**src/rtl/banked_regfile.sv**
```systemverilog
module banked_regfile #(
  parameter int XLEN = 32
) (
  input  logic            clk,
  input  logic            rst_n,
  input  logic [3:0]      rd_a_idx,
  output logic [XLEN-1:0] rd_a_data,
  input  logic [3:0]      rd_b_idx,
  output logic [XLEN-1:0] rd_b_data,
  input  logic            wr_en,
  input  logic [3:0]      wr_idx,
  input  logic [XLEN-1:0] wr_data,
  input  logic [XLEN-1:0] pc_in,
  output logic            branch_valid,
  output logic [XLEN-1:0] branch_target,
  output logic [XLEN-1:0] status,
  input  logic            stat_wr_en,
  input  logic [XLEN-1:0] stat_wr_data,
  output logic [XLEN-1:0] saved_rd_data,
  input  logic            saved_wr_en,
  input  logic [XLEN-1:0] saved_wr_data,
  input  logic            exc_en,
  input  logic [4:0]      exc_mode,
  input  logic [XLEN-1:0] exc_ret_addr
);
  localparam logic [4:0] M_FIQ = 5'b10001, M_IRQ = 5'b10010, M_SVC = 5'b10011;
  localparam logic [4:0] M_ABT = 5'b10111, M_UND = 5'b11011;
  localparam int SHARED_N = 15;
  localparam int FIQ_N    = 7;
  localparam int SMALL_N  = 4;
  localparam int SAVED_N  = 5;
  localparam logic [XLEN-1:0] RST_STAT = XLEN'({1'b1, 1'b1, 1'b0, M_SVC});
  localparam logic [3:0] PC_IDX = 4'd15;

  typedef enum logic [2:0] {B_USR, B_FIQ, B_IRQ, B_SVC, B_ABT, B_UND} bank_t;

  function automatic bank_t bank_of(input logic [4:0] m);
    case (m)
      M_FIQ:   return B_FIQ;
      M_IRQ:   return B_IRQ;
      M_SVC:   return B_SVC;
      M_ABT:   return B_ABT;
      M_UND:   return B_UND;
      default: return B_USR;
    endcase
  endfunction

  logic [XLEN-1:0] shared_q [SHARED_N];
  logic [XLEN-1:0] fiq_q    [FIQ_N];
  logic [XLEN-1:0] sp_q     [SMALL_N];
  logic [XLEN-1:0] lr_q     [SMALL_N];
  logic [XLEN-1:0] saved_q  [SAVED_N];
  logic [XLEN-1:0] stat_q;

  bank_t cur_b, exc_b;
  logic [1:0] cur_sb, exc_sb;
  logic [2:0] cur_sv, exc_sv;
  logic       exc_go, cur_small;
  logic [XLEN-1:0] align_mask;

  assign cur_b      = bank_of(stat_q[4:0]);
  assign exc_b      = bank_of(exc_mode);
  assign cur_sb     = 2'(cur_b) - 2'd2;
  assign exc_sb     = 2'(exc_b) - 2'd2;
  assign cur_sv     = 3'(cur_b) - 3'd1;
  assign exc_sv     = 3'(exc_b) - 3'd1;
  assign cur_small  = (cur_b != B_USR) && (cur_b != B_FIQ);
  assign exc_go     = exc_en && (exc_b != B_USR);
  assign align_mask = stat_q[5] ? ~XLEN'(1) : ~XLEN'(3);

  function automatic logic [XLEN-1:0] read_mux(input logic [3:0] idx);
    if (idx == PC_IDX)                      return pc_in & align_mask;
    else if (cur_b == B_FIQ && idx >= 4'd8) return fiq_q[idx[2:0]];
    else if (cur_small && idx >= 4'd13)     return idx[0] ? sp_q[cur_sb] : lr_q[cur_sb];
    else                                    return shared_q[idx];
  endfunction

  assign rd_a_data     = read_mux(rd_a_idx);
  assign rd_b_data     = read_mux(rd_b_idx);
  assign status        = stat_q;
  assign saved_rd_data = (cur_b == B_USR) ? stat_q : saved_q[cur_sv];
  assign branch_valid  = wr_en && (wr_idx == PC_IDX);
  assign branch_target = wr_data & align_mask;

  always_ff @(posedge clk or negedge rst_n) begin
    if (!rst_n) begin
      for (int i = 0; i < SHARED_N; i++) shared_q[i] <= '0;
      for (int i = 0; i < FIQ_N; i++)    fiq_q[i]    <= '0;
      for (int i = 0; i < SMALL_N; i++) begin
        sp_q[i] <= '0;
        lr_q[i] <= '0;
      end
      for (int i = 0; i < SAVED_N; i++)  saved_q[i]  <= '0;
      stat_q <= RST_STAT;
    end else if (exc_go) begin
      saved_q[exc_sv] <= stat_q;
      stat_q <= {stat_q[XLEN-1:8], 1'b1, stat_q[6] | (exc_b == B_FIQ), 1'b0, exc_mode};
      if (exc_b == B_FIQ) fiq_q[FIQ_N-1] <= exc_ret_addr;
      else                lr_q[exc_sb]   <= exc_ret_addr;
    end else begin
      if (wr_en && wr_idx != PC_IDX) begin
        if (cur_b == B_FIQ && wr_idx >= 4'd8) fiq_q[wr_idx[2:0]] <= wr_data;
        else if (cur_small && wr_idx >= 4'd13) begin
          if (wr_idx[0]) sp_q[cur_sb] <= wr_data;
          else           lr_q[cur_sb] <= wr_data;
        end else shared_q[wr_idx] <= wr_data;
      end
      if (saved_wr_en && cur_b != B_USR) saved_q[cur_sv] <= saved_wr_data;
      if (stat_wr_en) stat_q <= stat_wr_data;
    end
  end

  a_r10_entry_status: assert property (@(posedge clk) disable iff (!rst_n)
    exc_go |=> status[4:0] == $past(exc_mode) && status[7] && !status[5]
               && status[XLEN-1:8] == $past(status[XLEN-1:8]));

  a_r10_entry_saved: assert property (@(posedge clk) disable iff (!rst_n)
    exc_go |=> saved_rd_data == $past(status));

  a_r10_entry_link: assert property (@(posedge clk) disable iff (!rst_n)
    exc_go && exc_b != B_FIQ |=> lr_q[$past(exc_sb)] == $past(exc_ret_addr));

  a_r11_fiq_masks_fast: assert property (@(posedge clk) disable iff (!rst_n)
    exc_go && exc_b == B_FIQ |=> status[6] && fiq_q[FIQ_N-1] == $past(exc_ret_addr));

  a_r11_other_keeps_fast: assert property (@(posedge clk) disable iff (!rst_n)
    exc_go && exc_b != B_FIQ |=> status[6] == $past(status[6]));

  a_r8_status_holds: assert property (@(posedge clk) disable iff (!rst_n)
    !exc_go && !stat_wr_en |=> status == $past(status));

  a_r7_branch_aligned: assert property (@(posedge clk) disable iff (!rst_n)
    branch_valid |-> (status[5] ? !branch_target[0] : branch_target[1:0] == 2'b00));

  a_r12_blocked_write: assert property (@(posedge clk) disable iff (!rst_n)
    exc_go && wr_en && wr_idx < 4'd8 |=> shared_q[$past(wr_idx)] == $past(shared_q[wr_idx]));
endmodule

```
**config.mk**
```make
export PLATFORM = sky130hd
export DESIGN_NAME = banked_regfile
export DESIGN_NICKNAME = d
export VERILOG_FILES = /design/src/rtl/banked_regfile.sv
export SDC_FILE = /design/constraint.sdc
export NUM_CORES = 2
export LEC_CHECK = 0
export BUFFER_PORTS_ARGS = -buffer_cell sky130_fd_sc_hd__buf_2
export CORE_MARGIN = 8
export CORE_UTILIZATION = 45
export DETAILED_ROUTE_END_ITERATION = 8
export PLACE_DENSITY = 0.59
export SLEW_MARGIN = 40
export SYNTH_ARGS = -nofsm -noshare
export SYNTH_HDL_FRONTEND = slang
export SYNTH_SLANG_ARGS = --single-unit
```
**constraint.sdc**
```tcl
create_clock -name clk -period 9.2 [get_ports clk]
set_clock_uncertainty 0.15 [all_clocks]
set_input_delay 1.38 -clock clk [delete_from_list [all_inputs] [get_ports clk]]
set_output_delay 1.38 -clock clk [all_outputs]
set_load 0.02 [all_outputs]
```
* Yosys cells after proc, flatten, opt, wreduce, memory -nomap -nowiden
Cells that the tools add are included.
** Operators by class
- Add/sub/neg operators :: 4
- $lt $le $gt $ge :: 22
- Equal/unequal tests :: 21
- Muxes and demuxes :: 66
- Bitwise gates (word level) :: 16
- Reductions and logical operators :: 31
** Operators with widths (number)
- $mux 32 :: 33
- $mux 128 :: 6
- $bwmux 480 :: 1
- $bwmux 128 :: 3
- $bwmux 160 :: 2
- $mux 160 :: 2
- $bmux 32 s3 :: 3
- $demux 32 s3 :: 3
- $bmux 32 s4 :: 2
- $bwmux 224 :: 1
- $bmux 32 s2 :: 2
- $demux 32 s2 :: 2
- $demux 32 s4 :: 1
- $and 32x32->32 :: 2
- $eq 5x5->1 const B :: 10
- $ge 4x4->1 const B :: 11
- $pmux 3 s5 :: 2
- $not 3->4 :: 5
- $logic_and 1x1->1 :: 17
- $mux 8 :: 2
- $ge 5x5->1 const B :: 3
- $not 4->5 :: 3
- $eq 4x4->1 const B :: 3
- $lt 4x1->1 const B :: 3
- other kinds (21) :: 38
** Storage, ports and cells
- Bits in registers :: 1152
- Word-level logic and storage cells :: 197

* Longest topological paths before layout
- Depth after elaboration :: 14
- Gate-level depth with buffers :: 18
- Depth with buffers taken out :: 11

* Least setup slack after synthesis
No wires, ideal clock.
- Path kind :: reg-to-output
- Start :: reg stat_q[1], in the netlist status[1]
- End :: out rd_b_data[23]
- Arrival time :: 3.765 ns
- Setup slack :: 3.905 ns
- Stages on the path, launching flop included :: 17
- Cells stage by stage :: dfstp_2 -> nand2b_1 -> and3_1 -> buf_2 -> inv_2 -> buf_6 -> buf_4 -> buf_4 -> clkbuf_1 -> ha_1 -> o22ai_1 -> nand2b_1 -> clkbuf_1 -> nand2_1 -> clkbuf_1 -> o22ai_1 -> o31ai_1
** On the way
- Word-level cells in the longest chain between the ends :: 11
** Ends and longest elaborated chain
- start, declared :: RTL line 53 : logic [XLEN-1:0] stat_q;
- start signal, assigned :: RTL line 97 : stat_q <= {stat_q[XLEN-1:8], 1'b1, stat_q[6] | (exc_b == B_FIQ), 1'b0, exc_mode};
- start signal, assigned :: RTL line 109 : if (stat_wr_en) stat_q <= stat_wr_data;
- $eq 5x5->1 :: RTL line 38 : case (m)
- $pmux 3 s5 * :: RTL line 38
- $sub 2x2->2 :: RTL line 63 : assign cur_sb = 2'(cur_b) - 2'd2;
- $not 2->3 (not written as such) :: RTL line 74 : else if (cur_small && idx >= 4'd13) return idx[0] ? sp_q[cur_sb] : lr_q[cur_sb];
- $bmux 32 s2 :: RTL line 74
- $mux 32 (not written as such) (2 in series) :: RTL line 74
- $mux 32 (2 in series) :: RTL line 74
- $mux 32 * :: RTL line 73 : else if (cur_b == B_FIQ && idx >= 4'd8) return fiq_q[idx[2:0]];
- $mux 32 * :: RTL line 72 : if (idx == PC_IDX) return pc_in & align_mask;
- end, declared :: RTL line 9 : output logic [XLEN-1:0] rd_b_data,
Every way passes the cells marked *; elsewhere a longest branch is shown, timed or not. The select of a mux whose other input is x is not followed.

* Worst setup path after layout
- Start :: reg stat_q[3], in the netlist status[3]
- End :: out rd_a_data[13]
** On the way
- Word-level cells in the longest chain between the ends :: 11
** Ends and longest elaborated chain
- $eq 5x5->1 :: RTL line 38
- $pmux 3 s5 * :: RTL line 38
- $sub 2x2->2 :: RTL line 63
- $not 2->3 (not written as such) :: RTL line 74
- $bmux 32 s2 :: RTL line 74
- $mux 32 (not written as such) (2 in series) :: RTL line 74
- $mux 32 (2 in series) :: RTL line 74
- $mux 32 * :: RTL line 73
- $mux 32 * :: RTL line 72
- end, declared :: RTL line 7 : output logic [XLEN-1:0] rd_a_data,
Marked as above.

==> metrics.txt <==
CP Launch Type flop; full die area 0.1560 sq mm; PostCTS Resize Cnt 0; hold crit path type flop to flop; # rows 139; number of distinct library cells after synthesis 80; share of layout cells above drive strength 1 39.18%; pwr dens 212.5 mW/mm^2; remaining antenna violation count 0; Worst Setup Path Type flop to output pin; Remaining DRCs 0; CP required 7.67 ns; Synth Flop Type dfrtp_1; Lkg Pwr 32.34 nW; antenna violations before repair 24; IO buf count 341; CTS tree yes; Post-Syn Area per Cell 12.17 sq um; via count 48074; ys async rst share 100.0%; Post-CTS Setup Inserts 0; largest net degree at the start of global routing 150; Reg-to-Reg Start status[4]; number of global-route vias before repair 47811; WL per Instance 31.07 microns; CORE AREA 0.1431 sq mm; Slew headroom 32.16%; hpwl dp 138.3 mm; worst reg2reg setup slack 3.66 ns; Setup TNS 0 ns; gp weighted congestion 0.9680; Post-synth EDFFs 0; Seq cells post-synth 1152; RSZ-0062 raised after global routing no; drt pass-1 iters 8; Worst Path Max Fanout 53; R2R depth 13; Mapped Cells 5312; clock slew at reported path FFs 0.06 ns; Area Overhead vs Synth 11.37%; CTS buffer count 134; clk root buf clkbuf_16; Critical Path AT 5.86 ns; clk_lat worst skew 0.77 ns; Worst Setup EP rd_a_data[13]; Netlist Area Pre-Place 0.06463 sq mm; element type at the critical path end output pin; most common cell after layout, fill and taps aside dfrtp_1; hold_buf cts 0; DRT Wirelength 227.7 mm; nets 5504; slew at the pin with the worst max-slew slack 1.009 ns; f_max 0.1354 GHz; drt via density 6.559; status finished clean; die width 395.0 microns; FF-to-FF End saved_q[28]; GRT Resource Usage Total 28.36%; sequential cell area fraction in the yosys report 44.62%; Initial Util 45.15%; fin crit share 80.29%; clock period minus final worst setup slack 7.387 ns; H-tree depth 4; first-pass GRT wire length 335.3 mm; total power 0.01529 W; IO Pins 344; Critical Path Source status[3]; CTS Buffer Depth 3; Ys Warns 0; endpoints failing setup 0; Layout fillers 12613; initial DRC count 4906; clock sink count 1152; Hold Fails Final Rpt 0; Max IR drop VDD 0.1553 mV; most frequent cells in the layout dfrtp_1, mux2_2, buf_2, mux2i_1, nand2_1; total gr overflow 0; Die Span Y 395.0 microns; Slew Limit Fails 0; Max Cap Violations 0; synthesized net count 5505
==> kinds of logic after synthesis <==
| kind of cell | Yosys count | share of synthesized area, % |
|---|---|---|
| flip-flops | 1152 | 44.62 |
| XOR/XNOR | 3 | 0.05228 |
| AND/OR/NAND/NOR | 819 | 5.824 |
| buffers and inverters | 639 | 4.563 |
| other | 1 | 0.005803 |
| multiplexers | 1736 | 34.71 |
| adder cells (fa/ha/maj) | 10 | 0.1936 |
| AO/OA/AOI/OAI | 952 | 10.04 |
==> state kept, by name (all words and copies together), names as in the netlist <==
signal,flops
fiq_q,224
lr_q,128
saved_q,160
shared_q,480
sp_q,128
status,32
==> synth_stat cells (37+ instances only) <==
cell type	instances	area share (%)
nand2_1	325	1.9
o32a_1	41	0.64
mux2_2	1077	19
clkbuf_1	316	1.8
buf_2	167	1.3
buf_4	73	0.85
mux2_1	43	0.75
nor2_1	134	0.78
buf_1	45	0.26
o21ai_0	165	1.3
mux2i_1	324	5.0
a22oi_1	42	0.49
o211ai_1	109	1.3
a21oi_1	147	1.1
mux4_2	292	10
o221ai_1	37	0.50
and3_1	40	0.39
dfrtp_1	1147	44
o22ai_1	168	1.6
nand3_1	216	1.7
a211oi_1	61	0.71
==> layout make-up <==
cell class,instances,area [sq um],share of cell area [%]
tap,1903,2381,3.308
inverter,29,116.4,0.1617
multi-input combinational,3521,33190,46.11
antenna,12,30.03,0.04172
timing repair buffer,473,3063,4.256
sequential,1152,28830,40.06
clock buffer,205,4026,5.594
clock inverter,34,336.6,0.4676
==> metrics by stage <==
stage	hold WS [ns]	setup WS, ns	instances	util, %	instance area, sq um
3_5_place_dp	0.3254	2.723	7074	47.12	67450
2_1_floorplan	0.3074	3.905	5312	-	64630
5_1_grt	0.3523	1.625	7320	50.27	71950
4_1_cts	0.3382	1.925	7313	50.17	71810
6_report	0.3362	1.813	7329	50.28	71970
3_3_place_gp	0.3179	2.763	7068	46.99	67260
==> worst max-delay path, cell delays in order (launching register included) <==
cell      delay, ns
dfrtp_1        0.70
nand2b_1       0.20
and3_2         0.30
inv_8          0.36
ha_2           0.29
buf_4          0.55
nor2_1         0.08
a21oi_1        0.64
nor2_1         0.43
a311oi_1       0.66
a211oi_1       0.10
o32a_1         0.53
buf_2          0.23
==> where the power goes <==
part,switching [W],internal [W]
combinational,0.00191,0.00163
clock,0.00223,0.00313
sequential,0.000549,0.00584
total,0.00469,0.0106
==> layer usage <==
layer  GRT usage (%)  vias up  part of all wire, %
met1           39.56    25151                   42
met4           9.874       28                  3.7
met2           41.79     2314                   44
met3           8.955      487                   11
li1                -    20094                    -
met5               0        -                0.077
==> worst min-delay path by stage <==
stage	startpoint	end	slack, ns	depth (start not counted)
floorplan	lr_q[66]	lr_q[66]	0.31	1
global placement	saved_q[90]	saved_q[90]	0.32	1
detailed placement	saved_q[133]	saved_q[133]	0.33	1
CTS	saved_q[133]	saved_q[133]	0.34	1
global route	saved_q[133]	saved_q[133]	0.35	1
finish	saved_q[133]	saved_q[133]	0.34	1
Note: power is estimated with default switching activity, not from simulation.
